--- src/rtl/lim_pkg.sv ---
package lim_pkg;
  typedef enum logic [1:0] {
    SRC_OFF = 2'b00,
    SRC_BAT = 2'b01,
    SRC_PWR = 2'b10,
    SRC_RSV = 2'b11
  } src_sel_e;
endpackage

--- src/rtl/lim_magnitude.sv ---
module lim_magnitude #(
  parameter int DW = 24
) (
  input  logic signed [DW-1:0] sample_i,
  output logic        [DW-1:0] mag_o
);
  always_comb begin
    if (sample_i[DW-1]) mag_o = ~sample_i + 1'b1;
    else                mag_o = sample_i;
  end
endmodule

--- src/rtl/lim_threshold.sv ---
module lim_threshold #(
  parameter int DW   = 24,
  parameter int FRAC = 20
) (
  input  logic [DW-1:0] supply_i,
  input  logic          headroom_en_i,
  input  logic [DW-1:0] th_max_i,
  input  logic [DW-1:0] th_min_i,
  input  logic [DW-1:0] knee_i,
  input  logic [DW-1:0] slope_i,
  output logic [DW-1:0] th_o
);
  localparam int PW = 2 * DW;

  logic [PW-1:0] prod_hr, sh_hr, prod_dn, sh_dn;
  logic [DW-1:0] drop, base, th_hr, th_pw;

  always_comb begin
    prod_hr = {{DW{1'b0}}, supply_i} * {{DW{1'b0}}, slope_i};
    sh_hr   = prod_hr >> FRAC;
    th_hr   = (|sh_hr[PW-1:DW]) ? '1 : sh_hr[DW-1:0];

    drop    = (supply_i < knee_i) ? knee_i - supply_i : '0;
    prod_dn = {{DW{1'b0}}, drop} * {{DW{1'b0}}, slope_i};
    sh_dn   = prod_dn >> FRAC;
    base    = (sh_dn >= {{DW{1'b0}}, th_max_i}) ? '0 : th_max_i - sh_dn[DW-1:0];

    if (supply_i >= knee_i) th_pw = th_max_i;
    else                    th_pw = (base < th_min_i) ? th_min_i : base;

    th_o = headroom_en_i ? th_hr : th_pw;
  end
endmodule

--- src/rtl/lim_gain_ctrl.sv ---
module lim_gain_ctrl #(
  parameter int DW      = 24,
  parameter int FRAC    = 20,
  parameter int HW      = 16,
  parameter int MAX_DB  = 48,
  localparam int AW     = FRAC + $clog2(MAX_DB + 1)
) (
  input  logic          clk_i,
  input  logic          rst_ni,
  input  logic          strobe_i,
  input  logic          enable_i,
  input  logic          over_i,
  input  logic [DW-1:0] atk_i,
  input  logic [DW-1:0] rls_i,
  input  logic [HW-1:0] hold_i,
  output logic [AW-1:0] atten_o,
  output logic          active_o
);
  localparam int SW = ((AW > DW) ? AW : DW) + 1;
  localparam logic [SW-1:0] MAX_ATT = SW'(MAX_DB) << FRAC;

  logic [AW-1:0] att_q, att_n;
  logic [HW-1:0] hold_q, hold_n;
  logic          act_q;
  logic [SW-1:0] sum_w, att_w, rls_w;

  always_comb begin
    att_w = SW'(att_q);
    rls_w = SW'(rls_i);
    sum_w = att_w + SW'(atk_i);
    att_n  = att_q;
    hold_n = hold_q;
    if (!enable_i) begin
      att_n  = '0;
      hold_n = '0;
    end else if (over_i) begin
      att_n  = (sum_w > MAX_ATT) ? AW'(MAX_ATT) : AW'(sum_w);
      hold_n = hold_i;
    end else if (hold_q != '0) begin
      hold_n = hold_q - 1'b1;
    end else begin
      att_n  = (att_w > rls_w) ? AW'(att_w - rls_w) : '0;
    end
  end

  always_ff @(posedge clk_i or negedge rst_ni) begin
    if (!rst_ni) begin
      att_q  <= '0;
      hold_q <= '0;
      act_q  <= 1'b0;
    end else if (strobe_i) begin
      att_q  <= att_n;
      hold_q <= hold_n;
      act_q  <= (att_n != '0);
    end
  end

  assign atten_o  = att_q;
  assign active_o = act_q;
endmodule

--- src/rtl/supply_limiter.sv ---
module supply_limiter
  import lim_pkg::*;
#(
  parameter int DW     = 24,
  parameter int FRAC   = 20,
  parameter int HW     = 16,
  parameter int MAX_DB = 48,
  localparam int AW    = FRAC + $clog2(MAX_DB + 1)
) (
  input  logic                 clk_i,
  input  logic                 rst_ni,
  input  logic                 sample_valid_i,
  input  logic signed [DW-1:0] sample_i,
  input  logic        [DW-1:0] vbat_i,
  input  logic        [DW-1:0] pvdd_i,
  input  logic        [1:0]    mode_i,
  input  logic                 headroom_en_i,
  input  logic        [DW-1:0] th_max_i,
  input  logic        [DW-1:0] th_min_i,
  input  logic        [DW-1:0] knee_i,
  input  logic        [DW-1:0] slope_i,
  input  logic        [DW-1:0] atk_rate_i,
  input  logic        [DW-1:0] rls_rate_i,
  input  logic        [HW-1:0] hold_len_i,
  output logic        [AW-1:0] atten_o,
  output logic                 active_o
);
  src_sel_e      src;
  logic          enable;
  logic [DW-1:0] supply, mag, th;

  assign src    = src_sel_e'(mode_i);
  assign enable = (src == SRC_BAT) || (src == SRC_PWR);
  assign supply = (src == SRC_BAT) ? vbat_i : pvdd_i;

  lim_magnitude #(.DW(DW)) u_mag (
    .sample_i (sample_i),
    .mag_o    (mag)
  );

  lim_threshold #(.DW(DW), .FRAC(FRAC)) u_th (
    .supply_i      (supply),
    .headroom_en_i (headroom_en_i),
    .th_max_i      (th_max_i),
    .th_min_i      (th_min_i),
    .knee_i        (knee_i),
    .slope_i       (slope_i),
    .th_o          (th)
  );

  lim_gain_ctrl #(.DW(DW), .FRAC(FRAC), .HW(HW), .MAX_DB(MAX_DB)) u_gain (
    .clk_i    (clk_i),
    .rst_ni   (rst_ni),
    .strobe_i (sample_valid_i),
    .enable_i (enable),
    .over_i   (mag > th),
    .atk_i    (atk_rate_i),
    .rls_i    (rls_rate_i),
    .hold_i   (hold_len_i),
    .atten_o  (atten_o),
    .active_o (active_o)
  );
endmodule

--- config.mk ---
export PLATFORM = sky130hd
export DESIGN_NAME = supply_limiter
export DESIGN_NICKNAME = d
export VERILOG_FILES = /design/src/rtl/lim_pkg.sv /design/src/rtl/lim_magnitude.sv /design/src/rtl/lim_threshold.sv /design/src/rtl/lim_gain_ctrl.sv /design/src/rtl/supply_limiter.sv
export SDC_FILE = /design/constraint.sdc
export NUM_CORES = 2
export LEC_CHECK = 0
export BUFFER_PORTS_ARGS = -buffer_cell sky130_fd_sc_hd__buf_2
export CAP_MARGIN = 25
export CORE_UTILIZATION = 42
export DETAILED_ROUTE_END_ITERATION = 16
export GPL_ROUTABILITY_DRIVEN = 0
export PLACE_DENSITY_LB_ADDON = 0.2
export SLEW_MARGIN = 20
export SYNTH_ARGS = -nofsm -noshare
export SYNTH_HDL_FRONTEND = slang
export SYNTH_HIERARCHICAL = 1
export SYNTH_SLANG_ARGS = --single-unit
--- constraint.sdc ---
create_clock -name clk_i -period 3.6 [get_ports clk_i]
set_clock_uncertainty 0.05 [all_clocks]
set_input_delay 0.54 -clock clk_i [delete_from_list [all_inputs] [get_ports clk_i]]
set_output_delay 0.54 -clock clk_i [all_outputs]
set_load 0.1 [all_outputs]
==> impl_metrics.json <==
{
  "run_status": "finished, violations left",
  "failed_checks": "setup timing",
  "floorplan.initialDensity_pct": 42.3,
  "cp-end-kind": "flip-flop",
  "timing.hold.ws_ps": 196,
  "synthTopCellsByCount": "sky130_fd_sc_hd__inv_1 (1,163), sky130_fd_sc_hd__fa_1 (966), sky130_fd_sc_hd__nand2_1 (811)",
  "drt_wl_total_mm": 170,
  "holdBufCountCts": 0,
  "cp_num_buf_inv": 16,
  "timing.final.hold_violations": 0,
  "worst_r2r_endpoint": "u_gain/active_o$_DFFE_PN0P_",
  "globalRouteTotalUtil_pct": 28.9,
  "nets": 8560,
  "cts-htree-levels": 2,
  "final_min_period_over_clock_period_pct": 471,
  "post-synth-top-area-fraction_pct": 39.4,
  "timing.critical_path.from_type": "primary input",
  "yosysSeqAreaShare_pct": 2.19,
  "syn_avg_cell_area_um2": 8.36,
  "met3_routed_length_mm": 12.9,
  "timing.max_slew.rel_slack_pct": 39.4,
  "ys.flop_type": "sky130_fd_sc_hd__dfrtp_1",
  "worst_hold_check_path_type": "primary input to asynchronous set/reset pin",
  "crit_slowest_cell": "sky130_fd_sc_hd__fa_1",
  "fin_util_pct": 52.8,
  "wire_per_inst_um": 20.3,
  "grt_overflow_total": 0,
  "die_area_mm2": 0.118,
  "fillers": 10900,
  "cts_buffer_depth": 2,
  "timing.final.crit_period_ps": 16950,
  "critPathRequiredTime_ps": 3780,
  "setup.reg_to_reg.worst_slack_ps": -310,
  "clock_sinks": 43,
  "die_width_um": 344,
  "synthArstFlopShare_pct": 100,
  "drt-pass1-iter-count": 5,
  "cp_max_fo": 7,
  "drv.max_cap_violation_count": 0,
  "io-pin-count": 265,
  "ff2ff_path_depth": 16,
  "cp_peak_stage_delay_ps": 610,
  "timing_max_transition_violations_final": 0,
  "synthesis.area_mm2": 0.0491,
  "placement.io_buffers": 264,
  "postSynthRegisterBits": 43,
  "rsz0062_at_grt": "true",
  "maxUsedRoutingLayer": "met5",
  "synthMostInstantiatedCell": "sky130_fd_sc_hd__inv_1",
  "grt_first_pass_wirelength_mm": 265,
  "vias_per_cell": 5.36,
  "met1_length_mm": 74.5,
  "max_freq_ghz": 0.0590,
  "synth_area_leaders": "sky130_fd_sc_hd__fa_1 (39%), sky130_fd_sc_hd__ha_1 (13%), sky130_fd_sc_hd__inv_1 (8.9%), sky130_fd_sc_hd__nand2_1 (6.2%), sky130_fd_sc_hd__and2_1 (5.4%)",
  "grt_antenna_before_repair": 4,
  "remaining_drc_errors": 0,
  "crit-reg2reg-launch": "u_gain/atten_o[0]$_DFFE_PN0P_",
  "tritoncts": "done",
  "worst-setup-path-type": "primary input to flip-flop",
  "first_global_vias": 45900,
  "post_syn_nets": 7587,
  "cts.reportedPaths.clkPinSlew_ps": 70,
  "netlist_instances": 5874,
  "layout.cell_area.non_filler_mm2": 0.0613,
  "total_setup_violations_reported_at_the_end_of_the_flow": 43,
  "clk_root_buffer_cell": "sky130_fd_sc_hd__clkbuf_16",
  "die-height_um": 344,
  "clkLatencyLatePin_ps": 300,
  "ys.warnings.count": 6,
  "vias_after_detailed_routing": 44900,
  "postRouteAntennaNets": 0,
  "synth_edf_count": 0,
  "tightest_slew_ps": 905,
  "drive_gt1_share_pct": 24.5,
  "timing.critical_path.arrival_ps": 17130,
  "dpl_cell_area_mm2": 0.0591,
  "layout_setup_ws_ps": -13350,
  "worst_path_dominant_cell_family": "adder cells",
  "netlist-cell-type-count": 109,
  "dr_wl_met2_mm": 77.4,
  "drt_first_iter_violations": 3322,
  "flow.area_growth_from_synthesis_pct": 24.9,
  "timing.setup.tns_ps": -561660,
  "synth.largest_area_cell": "sky130_fd_sc_hd__fa_1",
  "tritoncts.num_buffers": 5,
  "core_area_mm2": 0.116,
  "rows": 125,
  "post-dp-hpwl_mm": 143,
  "grt_start_max_net_pins": 44
}
kinds of logic after synthesis:
family                     after synthesis  share of synthesized area, %
AOI/OAI and AO/OA                      792                          11.5
xor gates and xnor gates               149                          2.66
adders and majority gates             1475                          52.3
buffers and inverters                 1487                          11.5
DFF                                     43                          2.19
muxes                                   36                         0.800
and+or+nand+nor                       1892                          18.9
cell usage in the layout (no fill, tap or decap), drive strengths merged, types with 12 or more instances in the layout:
cell type | synthesis | final
o21ai | 140 | 140
and2 | 421 | 421
o31ai | 27 | 27
nor2 | 238 | 238
a21oi | 192 | 192
inv | 1164 | 1164
o21bai | 20 | 20
a221oi | 20 | 20
o311ai | 46 | 46
a31oi | 22 | 22
a21o | 75 | 75
nor3 | 62 | 62
nor2b | 31 | 31
a211oi | 37 | 37
a311oi | 13 | 13
mux2 | 26 | 26
nor3b | 14 | 14
o211ai | 35 | 35
xnor2 | 97 | 97
nand3 | 94 | 94
o221ai | 12 | 12
or3 | 31 | 31
xor2 | 52 | 52
o31a | 12 | 12
ha | 509 | 509
nand2 | 813 | 814
nand4 | 43 | 43
and3 | 39 | 39
o21a | 29 | 29
or2 | 18 | 19
nand2b | 24 | 24
dfrtp | 43 | 43
o221a | 12 | 12
buf | 38 | 1287
nor4 | 28 | 28
fa | 966 | 966
cell type report:
class | count | area, um2 | area share [%]
multi-input cells | 4346 | 44100 | 71.9
repair buffers | 1287 | 9660 | 15.8
clock inverters | 2 | 35.0 | 0.0571
diodes | 2 | 5.00 | 0.00816
inverters | 1164 | 4380 | 7.15
flip-flops and latches | 43 | 1080 | 1.75
well taps | 1524 | 1910 | 3.11
clock buffers | 6 | 139 | 0.226
stage by stage:
stage / instances / setup slack, ps
after floorplan: 5874 / -12610
after global placement: 8279 / -13900
after detailed placement: 8279 / -14220
after CTS: 8338 / -13130
after global routing: 8372 / -13870
final: 8374 / -13350
metal layers:
metal,GRT usage (%),vias up
li1,-,20400
met1,41.4,22400
met2,45.8,1731
met3,4.22,255
met4,6.93,4
met5,0,-
how the worst max path moves through the flow:
stage,cells after the start,to,startpoint
6_report,79,u_gain/atten_o[15]$_DFFE_PN0P_,mode_i[1]
5_1_grt,84,u_gain/atten_o[15]$_DFFE_PN0P_,mode_i[1]
4_1_cts,79,u_gain/atten_o[15]$_DFFE_PN0P_,mode_i[1]
3_5_place_dp,76,u_gain/atten_o[9]$_DFFE_PN0P_,mode_i[1]
3_3_place_gp,80,u_gain/atten_o[9]$_DFFE_PN0P_,mode_i[1]
2_1_floorplan,79,u_gain/atten_o[16]$_DFFE_PN0P_,mode_i[1]
flip-flops by register name, indices dropped and copies added, names as in the netlist:
signal	cells
u_gain/active_o	1
u_gain/hold_q	16
u_gain/atten_o	26
what timing repair did:
item,in CTS,in global routing
pin swaps,78,97
gates cloned,3,1
buffers inserted,48,34
gates resized for setup,108,177
setup endpoints to repair,43,43
Power is left out: the tool's default activity adds up to more than one toggle a clock period on the data nets, which glitch-free logic cannot reach.
